File: src/rtl/fgc_pkg.sv
package fgc_pkg;
  typedef enum logic {
    FETCH_RUN   = 1'b0,
    FETCH_GATED = 1'b1
  } fetch_mode_e;
endpackage

File: src/rtl/fgc_occ_counter.sv
module fgc_occ_counter #(
  parameter int QUEUE_DEPTH = 16,
  parameter int OCC_W       = $clog2(QUEUE_DEPTH + 1)
) (
  input  logic             clk_i,
  input  logic             rst_ni,
  input  logic             push_i,
  input  logic             pop_i,
  output logic [OCC_W-1:0] occ_o,
  output logic [OCC_W-1:0] occ_next_o,
  output logic             changed_o
);
  localparam logic [OCC_W-1:0] FULL = OCC_W'(QUEUE_DEPTH);

  logic [OCC_W-1:0] occ_q;
  logic             inc, dec;

  // saturating at both ends; a blocked step is no length change
  assign inc = push_i & ~pop_i & (occ_q != FULL);
  assign dec = pop_i & ~push_i & (occ_q != '0);

  always_comb begin
    occ_next_o = occ_q;
    if (inc)      occ_next_o = occ_q + OCC_W'(1);
    else if (dec) occ_next_o = occ_q - OCC_W'(1);
  end

  assign changed_o = inc | dec;

  always_ff @(posedge clk_i or negedge rst_ni) begin
    if (!rst_ni) occ_q <= '0;
    else         occ_q <= occ_next_o;
  end

  assign occ_o = occ_q;
endmodule

File: src/rtl/fgc_gate_fsm.sv
module fgc_gate_fsm
  import fgc_pkg::*;
#(
  parameter int OCC_W = 5
) (
  input  logic             clk_i,
  input  logic             rst_ni,
  input  logic             enable_i,
  input  logic             changed_i,
  input  logic [OCC_W-1:0] occ_next_i,
  input  logic [OCC_W-1:0] threshold_i,
  output logic             gated_o,
  output logic             fetch_en_o
);
  fetch_mode_e mode_q, mode_d;

  always_comb begin
    mode_d = mode_q;
    if (!enable_i)
      mode_d = FETCH_RUN;
    else if (changed_i)
      mode_d = (occ_next_i < threshold_i) ? FETCH_GATED : FETCH_RUN;
  end

  always_ff @(posedge clk_i or negedge rst_ni) begin
    if (!rst_ni) mode_q <= FETCH_RUN;
    else         mode_q <= mode_d;
  end

  assign gated_o    = (mode_q == FETCH_GATED);
  assign fetch_en_o = (mode_q == FETCH_RUN);
endmodule

File: src/rtl/fgc_cycle_counter.sv
module fgc_cycle_counter #(
  parameter int CNT_W = 32
) (
  input  logic             clk_i,
  input  logic             rst_ni,
  input  logic             inc_i,
  output logic [CNT_W-1:0] count_o
);
  logic [CNT_W-1:0] cnt_q;

  always_ff @(posedge clk_i or negedge rst_ni) begin
    if (!rst_ni)    cnt_q <= '0;
    else if (inc_i) cnt_q <= cnt_q + CNT_W'(1);
  end

  assign count_o = cnt_q;
endmodule

File: src/rtl/fetch_gate_ctrl.sv
module fetch_gate_ctrl #(
  parameter int QUEUE_DEPTH = 16,
  parameter int CNT_W       = 32,
  localparam int OCC_W      = $clog2(QUEUE_DEPTH + 1)
) (
  input  logic             clk_i,
  input  logic             rst_ni,
  input  logic             enable_i,
  input  logic             push_i,
  input  logic             pop_i,
  input  logic [OCC_W-1:0] threshold_i,
  output logic [OCC_W-1:0] occupancy_o,
  output logic             gated_o,
  output logic             fetch_en_o,
  output logic [CNT_W-1:0] gated_cycles_o
);
  logic [OCC_W-1:0] occ_next;
  logic             len_changed;

  fgc_occ_counter #(.QUEUE_DEPTH(QUEUE_DEPTH), .OCC_W(OCC_W)) u_occ (
    .clk_i      (clk_i),
    .rst_ni     (rst_ni),
    .push_i     (push_i),
    .pop_i      (pop_i),
    .occ_o      (occupancy_o),
    .occ_next_o (occ_next),
    .changed_o  (len_changed)
  );

  fgc_gate_fsm #(.OCC_W(OCC_W)) u_fsm (
    .clk_i       (clk_i),
    .rst_ni      (rst_ni),
    .enable_i    (enable_i),
    .changed_i   (len_changed),
    .occ_next_i  (occ_next),
    .threshold_i (threshold_i),
    .gated_o     (gated_o),
    .fetch_en_o  (fetch_en_o)
  );

  fgc_cycle_counter #(.CNT_W(CNT_W)) u_cnt (
    .clk_i   (clk_i),
    .rst_ni  (rst_ni),
    .inc_i   (gated_o),
    .count_o (gated_cycles_o)
  );
endmodule

File: config.mk
export PLATFORM = sky130hd
export DESIGN_NAME = fetch_gate_ctrl
export DESIGN_NICKNAME = d
export VERILOG_FILES = /design/src/rtl/fgc_pkg.sv /design/src/rtl/fgc_occ_counter.sv /design/src/rtl/fgc_gate_fsm.sv /design/src/rtl/fgc_cycle_counter.sv /design/src/rtl/fetch_gate_ctrl.sv
export SDC_FILE = /design/constraint.sdc
export NUM_CORES = 1
export LEC_CHECK = 0
export ABC_AREA = 1
export BUFFER_PORTS_ARGS = -buffer_cell sky130_fd_sc_hd__buf_4
export CELL_PAD_IN_SITES_DETAIL_PLACEMENT = 0
export CELL_PAD_IN_SITES_GLOBAL_PLACEMENT = 1
export CORE_ASPECT_RATIO = 1.75
export CORE_MARGIN = 5
export CORE_UTILIZATION = 26
export CTS_CLUSTER_SIZE = 25
export DETAILED_ROUTE_END_ITERATION = 16
export MAX_ROUTING_LAYER = met4
export PLACE_DENSITY = 0.57
export SLEW_MARGIN = 25
export SYNTH_ARGS = -nofsm -noshare
export SYNTH_HDL_FRONTEND = slang
export SYNTH_HIERARCHICAL = 1
export SYNTH_SLANG_ARGS = --single-unit
File: constraint.sdc
create_clock -name clk_i -period 3.6 [get_ports clk_i]
set_input_delay 0.36 -clock clk_i [delete_from_list [all_inputs] [get_ports clk_i]]
set_output_delay 0.36 -clock clk_i [all_outputs]
set_load 0.01 [all_outputs]
==> summary.txt, run 1 <==
Drt
  – DR WL/cell: 13.1 um
  – DR pass1 iterations: 4
  – Initial DRC count: 65
  – DR vias/cell: between 4 and 5
  – Drt drc: 0
  – ANT nets after route: 0
  – Via Count: between 2,000 and 2,500
  – Final wirelength: around 6300 um

Clock network
  – TritonCTS clock tree: done
  – Hold buffer count at CTS: 0
  – Setup bufs post-CTS: 0
  – Clock latency on the worst-skew pair: 280 ps
  – Clock-pin slew on the worst setup and hold paths: 60 ps
  – CTS-repair resized insts: 0
  – CTS Buf Count: 5
  – Htree depth: 2
  – Clock Tree Root: clkbuf_16
  – Clock sink count: 38
  – Clock Tree Buf Depth: 2

Critical path
  – Max Fanout on Critical Path: 4
  – Crit Path Category: flip-flop to flip-flop
  – Req. time, crit path: 3810 ps
  – Arrival @ worst endpoint: 2180 ps
  – Endpoint class of the critical path: flip-flop
  – Worst reg2reg path depth: 13
  – CP Launch Type: flip-flop

Timing
  – Fmax: 508 MHz
  – Rel. slew slack: 0.660
  – Setup ws final: roughly 1600 ps
  – Minimum hold slack: approximately 57 ps
  – Max-slew violations: 0
  – Setup violators final: 0
  – Fin crit period: 1970 ps
  – Setup TNS: 0 ps
  – Final hold violation count: 0
  – Final setup skew: roughly 3.7 ps
  – Worst slew pin tran: 510 ps
  – Unrepaired setup endpoints after global routing: false
  – Tcrit/Tclk final: 0.547

Floorplan
  – Die ar.: 0.0112 sq mm
  – Core Rows: 46
  – CORE AREA: 0.00904 sq mm
  – Die height: ~140 um
  – Starting Density: 0.263
  – Width of the die: 82.3 um
  – I/O pin total: approximately 50

Global routing
  – Largest net degree at the start of global routing: 39
  – Vias in the first global route: 2,127
  – Antenna violations before repair: 0
  – All-Layer GR Usage: 0.128
  – GRT overflow: 0
  – First-pass GRT wire length: 10,400 um

Hold path
  – Worst Hold Class: primary input to asynchronous set/reset pin

Synth
  – Xor/xnor cell area share of the yosys netlist: 0.0700
  – Synth Area per Inst: 7.70 sq um
  – Post-Syn Area: approximately 0.0024 sq mm
  – Largest family of logic cells by synthesized area: simple AND/OR/NAND/NOR gates
  – Synthesized flop and latch total: 38
  – Synth Area in Adders: 0.0368
  – Post-synthesis net count: about 330
  – Synth cell types: 24
  – Post-synthesis mux area share: 0
  – Yosys warns: 6
  – Syn Inst Count: 309
  – Simple-Gate Fraction of Synth Area: 0.416
  – Synthesized-area fraction occupied by ao, oa, aoi and oai cells: 0.00999
  – Register area share after synthesis: 0.400

Placed design
  – Detailed-placement wirelength estimate: between 5000 and 6000 um
  – Post-Place Worst Slack: ~1600 ps
  – PortBufs: 48
  – GP Congestion: 0.820
  – Placed inst area: 0.00289 sq mm

Finish
  – Final core utilization: 0.335
  – Most frequent cells in the layout: nand2_1, buf_4, inv_1
  – Footprint of the multi-input gates: 0.00127 sq mm
  – Antenna Cells: 0
  – Layout net count: 381
  – Commonest non-fill, non-tap cell in the layout: nand2_1
  – Area growth syn-to-layout: 27.1%
  – Share of cells above drive strength 1: 0.239
  – Fillers: about 1,000
  – FF/Latch Area: 951 sq um
  – Fin area: 0.00302 sq mm

Power and ir drop
  – Power Density: about 480 mW/mm^2
  – Leakage: 0.00149 uW
  – Worst VDD drop: between 300 and 400 uV

Outcome
  – Status: finished clean

Run
  – Max cap viols: 0
-- cells in the mapped netlist --
| cell | instances | area, sq um |
|---|---|---|
| inv_2 | 1 | 3.75 |
| nand3_4 | 2 | 35.0 |
| o21ai_1 | 1 | 5.00 |
| nand4_1 | 3 | 18.8 |
| xnor2_1 | 6 | 52.6 |
| a21oi_2 | 1 | 8.76 |
| nor2_4 | 8 | 90.1 |
| nand2_4 | 3 | 33.8 |
| nand3b_1 | 3 | 22.5 |
| nor2_1 | 35 | 131 |
| nand3_2 | 4 | 40.0 |
| a21oi_1 | 1 | 5.00 |
| xor2_1 | 13 | 114 |
| ha_1 | 7 | 87.6 |
| nand2_2 | 5 | 31.3 |
| nand2_1 | 93 | 349 |
| nor3_1 | 3 | 15.0 |
| nand3_1 | 29 | 145 |
| nor2_8 | 1 | 20.0 |
| inv_1 | 42 | 158 |
| dfrtp_1 | 38 | 951 |
| nor2_2 | 7 | 43.8 |
| and2_1 | 2 | 12.5 |
| o21ai_0 | 1 | 5.00 |
-- registers in the layout (all words and copies together), names as in the netlist --
register       cells
u_cnt/count_o     32
u_occ/occ_o        5
u_fsm/gated_o      1
-- power breakdown --
group | switching [uW] | internal [uW]
sequential | 87.4 | 486
combinational | 259 | 199
clock | 171 | 250
total | 517 | 935
-- per-layer routing --
layer | track usage | vias to the layer above | wire [um]
li1 | - | 1060 | -
met5 | - | - | 0
met3 | 0.0217 | 6 | 205
met4 | 0.0444 | 0 | 108
met1 | 0.132 | 927 | 2380
met2 | 0.236 | 42 | 3650
-- cell families (layout without fill, tap and decap cells) --
logic type                 count (synthesis)  in the layout
and+or+nand+nor                          198            198
buffers and inverters                     43             98
DFF                                       38             38
xor gates and xnor gates                  19             19
adders and majority gates                  7              7
AOI/OAI and AO/OA                          4              4
-- stage by stage --
stage / power (uW) / std cells
floorplan: 860 / 309
finish: 1450 / 484
global route: 1560 / 484
global placement: 1060 / 477
CTS: 1490 / 484
detailed placement: 1050 / 477
-- cell type report --
| class | instances | area share |
|---|---|---|
| clock inverter | 2 | 0.00331 |
| multi-input combinational | 228 | 0.419 |
| clock buffer | 5 | 0.0414 |
| sequential | 38 | 0.314 |
| timing repair buffer | 48 | 0.119 |
| inverter | 43 | 0.0534 |
| tap | 120 | 0.0496 |
-- critical path, cell delays in order (launching register included) --
cell	delay [ps]
dfrtp_1	410
inv_1	110
ha_1	280
nand3_2	130
nand3_1	140
nand2_1	70
nand2_1	60
nand2_1	60
ha_1	290
nand2_1	60
nand2_1	50
nand2_2	50
nand3_2	70
a21oi_2	110
-- final timing paths --
| path | start | end | slack (ps) |
|---|---|---|---|
| max | u_occ/occ_o[1] | u_fsm/gated_o | 1630 |
| min | rst_ni | u_cnt/count_o[8] | 60 |
| max reg2reg | u_occ/occ_o[1] | u_fsm/gated_o | 1630 |
| min reg2reg | u_cnt/count_o[31] | u_cnt/count_o[31] | 500 |
| max in group asynchronous | rst_ni | u_occ/occ_o[4] | 3200 |
| min in group clk_i | enable_i | u_fsm/gated_o | 340 |
Power figures use the tool's default switching activity.
==> inputs of run 2 (changes only) <==
clock period = 1.85 ns   (was 3.6 ns; I/O delays follow)
==> run 2 against run 1 <==
  * Register-to-register slack lost 1600 ps
  * Non-clock buffer count is 10 higher
  * Critical path depth down 1
  * Count of clock-buffer cells in the layout is the same
  * Worst hold slack better by 130 ps
  * Global-route usage is 0.10 points higher
  * Cell area up 6.2%
  * Maximum frequency rose by 6.9%
  * Utilization increased by 2.1 points
  * Cell count is 2.1% higher
  * Largest power group is now combinational logic
  * Critical path type unchanged
  * First-iteration DRC count up 20%
  * Sequential cell count unchanged
==> summary.txt, run 2 (same netlist as run 1, synthesis figures left out) <==
Critical path
  – Worst Setup SP: u_occ/occ_o[2]
  – Crit Path Category: flip-flop to flip-flop
  – Top cell by count, worst path: nand2_2
  – Endpoint class of the critical path: flip-flop
  – Crit path to: u_fsm/gated_o
  – CP Launch Type: flip-flop
  – Delay-heaviest family, CP: simple AND/OR/NAND/NOR gates
  – Worst reg2reg path depth: 12 (-1)
  – R2r setup slk: 8 ps (-1620 ps)
  – Worst reg2reg endpoint: u_fsm/gated_o
  – Arrival @ worst endpoint: 2010 ps (-170 ps)
  – Worst R2R Start: u_occ/occ_o[2]
  – Req. time, crit path: 2020 ps (-1790 ps)
  – CP max stage delay: 470 ps (+60 ps)
  – Worst path cell trace: nor2_4, nand3_4, nand3_4, nand2_2, nand2_2, nand2_2, ha_4, nand2_2, nor2_1, nand2_1, nand3_2, a21oi_2
  – Number of buffers and inverters on the critical path: 0 (-1)
  – CP Depth: 12 (-1)
  – Critical Path Slowest Stage Cell: dfrtp_2
  – Max Fanout on Critical Path: 6 (+2)

Timing
  – Fmax: 543 MHz (+6.9%)
  – Unrepaired setup endpoints after global routing: true
  – Fin crit period: 1840 ps (-128 ps)
  – Max-slew violations: 0 (unchanged)
  – Final setup skew: 4.84 ps (+1.11 ps)
  – Final hold violation count: 0 (unchanged)
  – Setup ws final: 7.67 ps (-1620 ps)
  – Setup violators final: 0 (unchanged)
  – Worst slew pin tran: 504 ps (-6.00 ps)
  – Tcrit/Tclk final: 0.996 (+0.449)
  – Rel. slew slack: 0.664 (+0.00400)

Drt
  – Routed wl met2: 3700 um (+1.5%)
  – DR pass1 iterations: 4 (unchanged)
  – Initial DRC count: 78 (+20%)
  – WL met1: 2470 um (+4.1%)
  – DR WL/cell: 13.2 um (+0.79%)
  – ANT nets after route: 0 (unchanged)
  – Drt drc: 0 (unchanged)
  – Max Used Layer: met4
  – Final wirelength: 6520 um (+2.9%)
  – DR vias/cell: 4.20 (-0.19%)
  – Metal3 WL: 225 um (+9.8%)
  – Via Count: 2,073 (+1.9%)

Placed design
  – GP Congestion: 0.790 (-3.6%)
  – Placed inst area: 0.00294 sq mm (+1.8%)
  – PortBufs: 48 (unchanged)
  – Detailed-placement wirelength estimate: 5230 um (+0.57%)
  – Placed cells: 484 (+1.5%)
  – Post-Place Worst Slack: -112 ps (-1740 ps)

Floorplan
  – Die ar.: 0.0112 sq mm (unchanged)
  – Die height: 137 um (unchanged)
  – CORE AREA: 0.00904 sq mm (unchanged)
  – Starting Density: 0.263 (unchanged)
  – I/O pin total: 49 (unchanged)
  – Core Rows: 46 (unchanged)
  – Width of the die: 82.3 um (unchanged)

Finish
  – Area growth syn-to-layout: 35.1%
  – Most frequent cells in the layout: nand2_1, buf_4, inv_1
  – Post-route insts no fill: 494 (+2.1%)
  – Max reg flops: 32 (unchanged)
  – Fin area: 0.00321 sq mm (+6.2%)
  – Share of cells above drive strength 1: 0.307 (+0.0685)
  – Final core utilization: 0.356 (+0.0209)
  – Commonest non-fill, non-tap cell in the layout: nand2_1
  – Layout net count: 391 (+2.6%)
  – Antenna Cells: 0 (unchanged)

Clock network
  – CTS Buf Count: 5 (unchanged)
  – TritonCTS clock tree: done
  – Clock-pin slew on the worst setup and hold paths: 60 ps (about the same)
  – Htree depth: 2 (unchanged)
  – Clock Tree Buf Depth: 2 (unchanged)
  – Clock Tree Root: clkbuf_16
  – Clock sink count: 38 (unchanged)
  – Clock latency on the worst-skew pair: 290 ps (about the same)

Power and ir drop
  – Leakage: 0.00154 uW (+3.2%)
  – Worst VDD drop: 592 uV (+69%)
  – Power Density: 990 mW/mm^2 (+110%)

Global routing
  – Largest net degree at the start of global routing: 39 (unchanged)
  – All-Layer GR Usage: 0.129 (+0.00103)
  – First-pass GRT wire length: 10,400 um (+0.33%)
  – Antenna violations before repair: 0 (unchanged)
  – Vias in the first global route: 2,083 (-2.1%)
  – GRT overflow: 0 (unchanged)

Run
  – Max cap viols: 0 (unchanged)

Outcome
  – Status: finished clean

Hold path
  – Worst Hold Class: primary input to flip-flop
==> run 2: cell type report <==
| type | instances | area, sq um |
|---|---|---|
| flip-flops and latches | 38 | 952 |
| clock buffers | 5 | 125 |
| multi-input cells | 228 | 1370 |
| fillers | 1010 | 5820 |
| clock inverters | 2 | 10.0 |
| well taps | 120 | 150 |
| repair buffers | 58 | 442 |
| inverters | 43 | 161 |
==> run 2: power breakdown <==
part	switching [uW]	leakage, uW	internal (uW)
clock network	337	0.0000694	487
registers	167	0.000510	948
logic	642	0.000958	602
total	1150	0.00154	2040
==> run 2: routing by layer <==
| metal | vias to the layer above | track usage |
|---|---|---|
| met2 | 38 | 0.233 |
| met4 | 0 | 0.0499 |
| met5 | - | - |
| met1 | 944 | 0.135 |
| li1 | 1082 | - |
| met3 | 9 | 0.0224 |
==> run 2: worst min-delay path: stages <==
cell and delay (ps):
buf_4 110, o21ai_0 100, a21oi_2 40
==> run 2: timing repair <==
item	CTS	global route
pin swaps	3	11
hold buffers	1	0
setup endpoints to repair	1	1
resized for setup	8	16
endpoints found under the hold margin	38	0
setup buffers	0	2
==> run 2: through the flow <==
step / TNS [ps] / hold slack, ps / power, uW
global placement: -104 / 201 / 2170
CTS: 0 / 183 / 3090
floorplan: 0 / -111 / 1670
detailed placement: -112 / 199 / 2170
finish: 0 / 188 / 3180
global route: -100 / 185 / 3420
==> run 2: how the worst min path moves through the flow <==
| stage | startpoint | end | cells after the start |
|---|---|---|---|
| 2_1_floorplan | rst_ni | u_cnt/count_o[0] | 0 |
| 3_5_place_dp | rst_ni | u_cnt/count_o[13] | 1 |
| 5_1_grt | enable_i | u_fsm/gated_o | 3 |
| 4_1_cts | enable_i | u_fsm/gated_o | 3 |
| 6_report | enable_i | u_fsm/gated_o | 3 |
| 3_3_place_gp | rst_ni | u_cnt/count_o[13] | 1 |
==> inputs of run 3 (changes only) <==
PLACE_DENSITY = default   (was 0.57)
PLACE_DENSITY_LB_ADDON = 0.3   (was default)
==> run 3 against run 2 <==
  * Routed wire length is 0.97% lower
  * Clock skew is 1.7 ps lower
  * Cell count is 0.20% higher
  * Sequential share of layout area is 0.29 points higher
  * Critical endpoint unchanged
  * Non-clock buffer count stayed put
  * Highest routed layer unchanged
  * Power is 0.76% lower
==> summary.txt, run 3 (same netlist as run 1, synthesis figures left out) <==
Run
  – Max cap viols: 0 (unchanged)

Finish
  – Commonest non-fill, non-tap cell in the layout: nand2_1
  – Final core utilization: 0.352 (-0.00346)
  – Share of cells above drive strength 1: 0.288 (-0.0195)
  – Antenna Cells: 0 (unchanged)
  – Post-route insts no fill: 495 (+0.20%)
  – Max reg flops: 32 (unchanged)
  – Fillers: 981 (-2.9%)
  – Most frequent cells in the layout: nand2_1, buf_4, inv_1
  – Layout net count: 391 (unchanged)
  – Area growth syn-to-layout: 33.8%

Power and ir drop
  – Leakage: 0.00154 uW (about the same)
  – Power Density: 992 mW/mm^2 (+0.21%)
  – Worst VDD drop: 610 uV (+3.1%)
  – Total power: 3160 uW (-0.76%)

Floorplan
  – Core Rows: 46 (unchanged)
  – Starting Density: 0.263 (unchanged)
  – CORE AREA: 0.00904 sq mm (unchanged)
  – Die height: 137 um (unchanged)
  – Die ar.: 0.0112 sq mm (unchanged)
  – I/O pin total: 49 (unchanged)
  – Width of the die: 82.3 um (unchanged)

Timing
  – Minimum hold slack: 198 ps (+10.3 ps)
  – Setup violators final: 0 (unchanged)
  – Unrepaired setup endpoints after global routing: true
  – Max-slew violations: 0 (unchanged)
  – Fmax: 551 MHz (+1.6%)
  – Final setup skew: 3.10 ps (-1.73 ps)
  – Worst slew pin tran: 519 ps (+15.0 ps)
  – Final hold violation count: 0 (unchanged)
  – Tcrit/Tclk final: 0.980 (-0.0154)
  – Fin crit period: 1810 ps (-28.6 ps)
  – Rel. slew slack: 0.654 (-0.0100)

Drt
  – DR pass1 iterations: 4 (unchanged)
  – Drt drc: 0 (unchanged)
  – DR WL/cell: 13.0 um (-1.2%)
  – Via Count: 2,084 (+0.53%)
  – Final wirelength: 6460 um (-0.97%)
  – DR vias/cell: 4.21 (+0.33%)
  – ANT nets after route: 0 (unchanged)
  – Initial DRC count: 105 (+35%)

Clock network
  – Htree depth: 2 (unchanged)
  – CTS Buf Count: 5 (unchanged)
  – Clock-pin slew on the worst setup and hold paths: 60 ps (about the same)
  – Clock Tree Buf Depth: 2 (unchanged)
  – Clock Tree Root: clkbuf_16
  – TritonCTS clock tree: done
  – Clock sink count: 38 (unchanged)
  – Clock latency on the worst-skew pair: 280 ps (about the same)

Placed design
  – Placed cells: 484 (unchanged)
  – GP Congestion: 0.806 (+2.0%)
  – Detailed-placement wirelength estimate: 5130 um (-2.0%)
  – PortBufs: 48 (unchanged)

Global routing
  – First-pass GRT wire length: 10,600 um (+1.1%)
  – Largest net degree at the start of global routing: 39 (unchanged)
  – All-Layer GR Usage: 0.129 (-0.000204)
  – Vias in the first global route: 2,184 (+4.8%)
  – GRT overflow: 0 (unchanged)
  – Antenna violations before repair: 0 (unchanged)

Critical path
  – Arrival @ worst endpoint: 1980 ps (-30 ps)
  – Endpoint class of the critical path: flip-flop
  – Req. time, crit path: 2010 ps (about the same)
  – CP Launch Type: flip-flop
  – Crit Path Category: flip-flop to flip-flop
  – Max Fanout on Critical Path: 3 (-3)

Outcome
  – Status: finished clean

Hold path
  – Worst Hold Class: primary input to flip-flop
[run 3: metal layers]
metal / wire length (um) / part of all wire / up-vias / GRT usage
met5: 0 / 0 / - / -
met4: 158 / 0.024 / 0 / 0.0536
met3: 220 / 0.034 / 10 / 0.0191
met2: 3620 / 0.56 / 39 / 0.240
met1: 2460 / 0.38 / 953 / 0.129
li1: - / - / 1082 / -
[run 3: what timing repair did]
action                     4_1_cts  5_1_grt
setup endpoints to repair        1        1
pin swaps                        2        3
cloned                           0        0
hold endpoints to repair        38        0
gates resized for setup          6        8
buffers inserted                 0        2
hold buffers                     1        0
[run 3: path summary, 6_finish.rpt]
path	start	endpoint	slack [ps]	cells past startpoint
min in group asynchronous	rst_ni	u_cnt/count_o[10]	420	2
worst min-delay path	enable_i	u_fsm/gated_o	200	3
max in group asynchronous	rst_ni	u_occ/occ_o[2]	1040	2
worst max-delay path	u_occ/occ_o[0]	u_fsm/gated_o	40	12
worst min register to register	u_cnt/count_o[31]	u_cnt/count_o[31]	500	2
worst max register to register	u_occ/occ_o[0]	u_fsm/gated_o	40	12
[run 3: stage by stage]
| step | TNS (ps) | area (sq um) | worst slack (ps) |
|---|---|---|---|
| final | 0 | 3180 | 36.2 |
| after global routing | -126 | 3180 | -126 |
| after CTS | 0 | 3130 | 5.93 |
| after detailed placement | -86.5 | 2940 | -86.5 |
| after global placement | -78.6 | 2940 | -78.6 |
| after floorplan | 0 | 2380 | 3.11 |
[run 3: worst max-delay path, cell delays in order, from the launching register on]
cell and delay, ps:
dfrtp_1 370, buf_4 130, ha_2 180, nand3_1 90, xor2_1 170, nand3_1 90
nand2_2 80, ha_4 270, nand2_1 60, nor2_1 80, nand2_1 60, nand3_2 70
a21oi_2 50
[run 3: power breakdown]
part / switching (uW) / internal (uW)
logic: 599 / 567
registers: 167 / 948
clock network: 343 / 535
total: 1110 / 2050
[run 3: area by class of cell]
cell class	count	area, sq um	area share
Inverter	43	161	0.0507
Clock inverter	1	5.00	0.00157
Multi-Input combinational cell	228	1330	0.419
Tap cell	120	150	0.0472
Sequential cell	38	952	0.299
Timing Repair Buffer	58	438	0.138
Clock buffer	7	143	0.0448
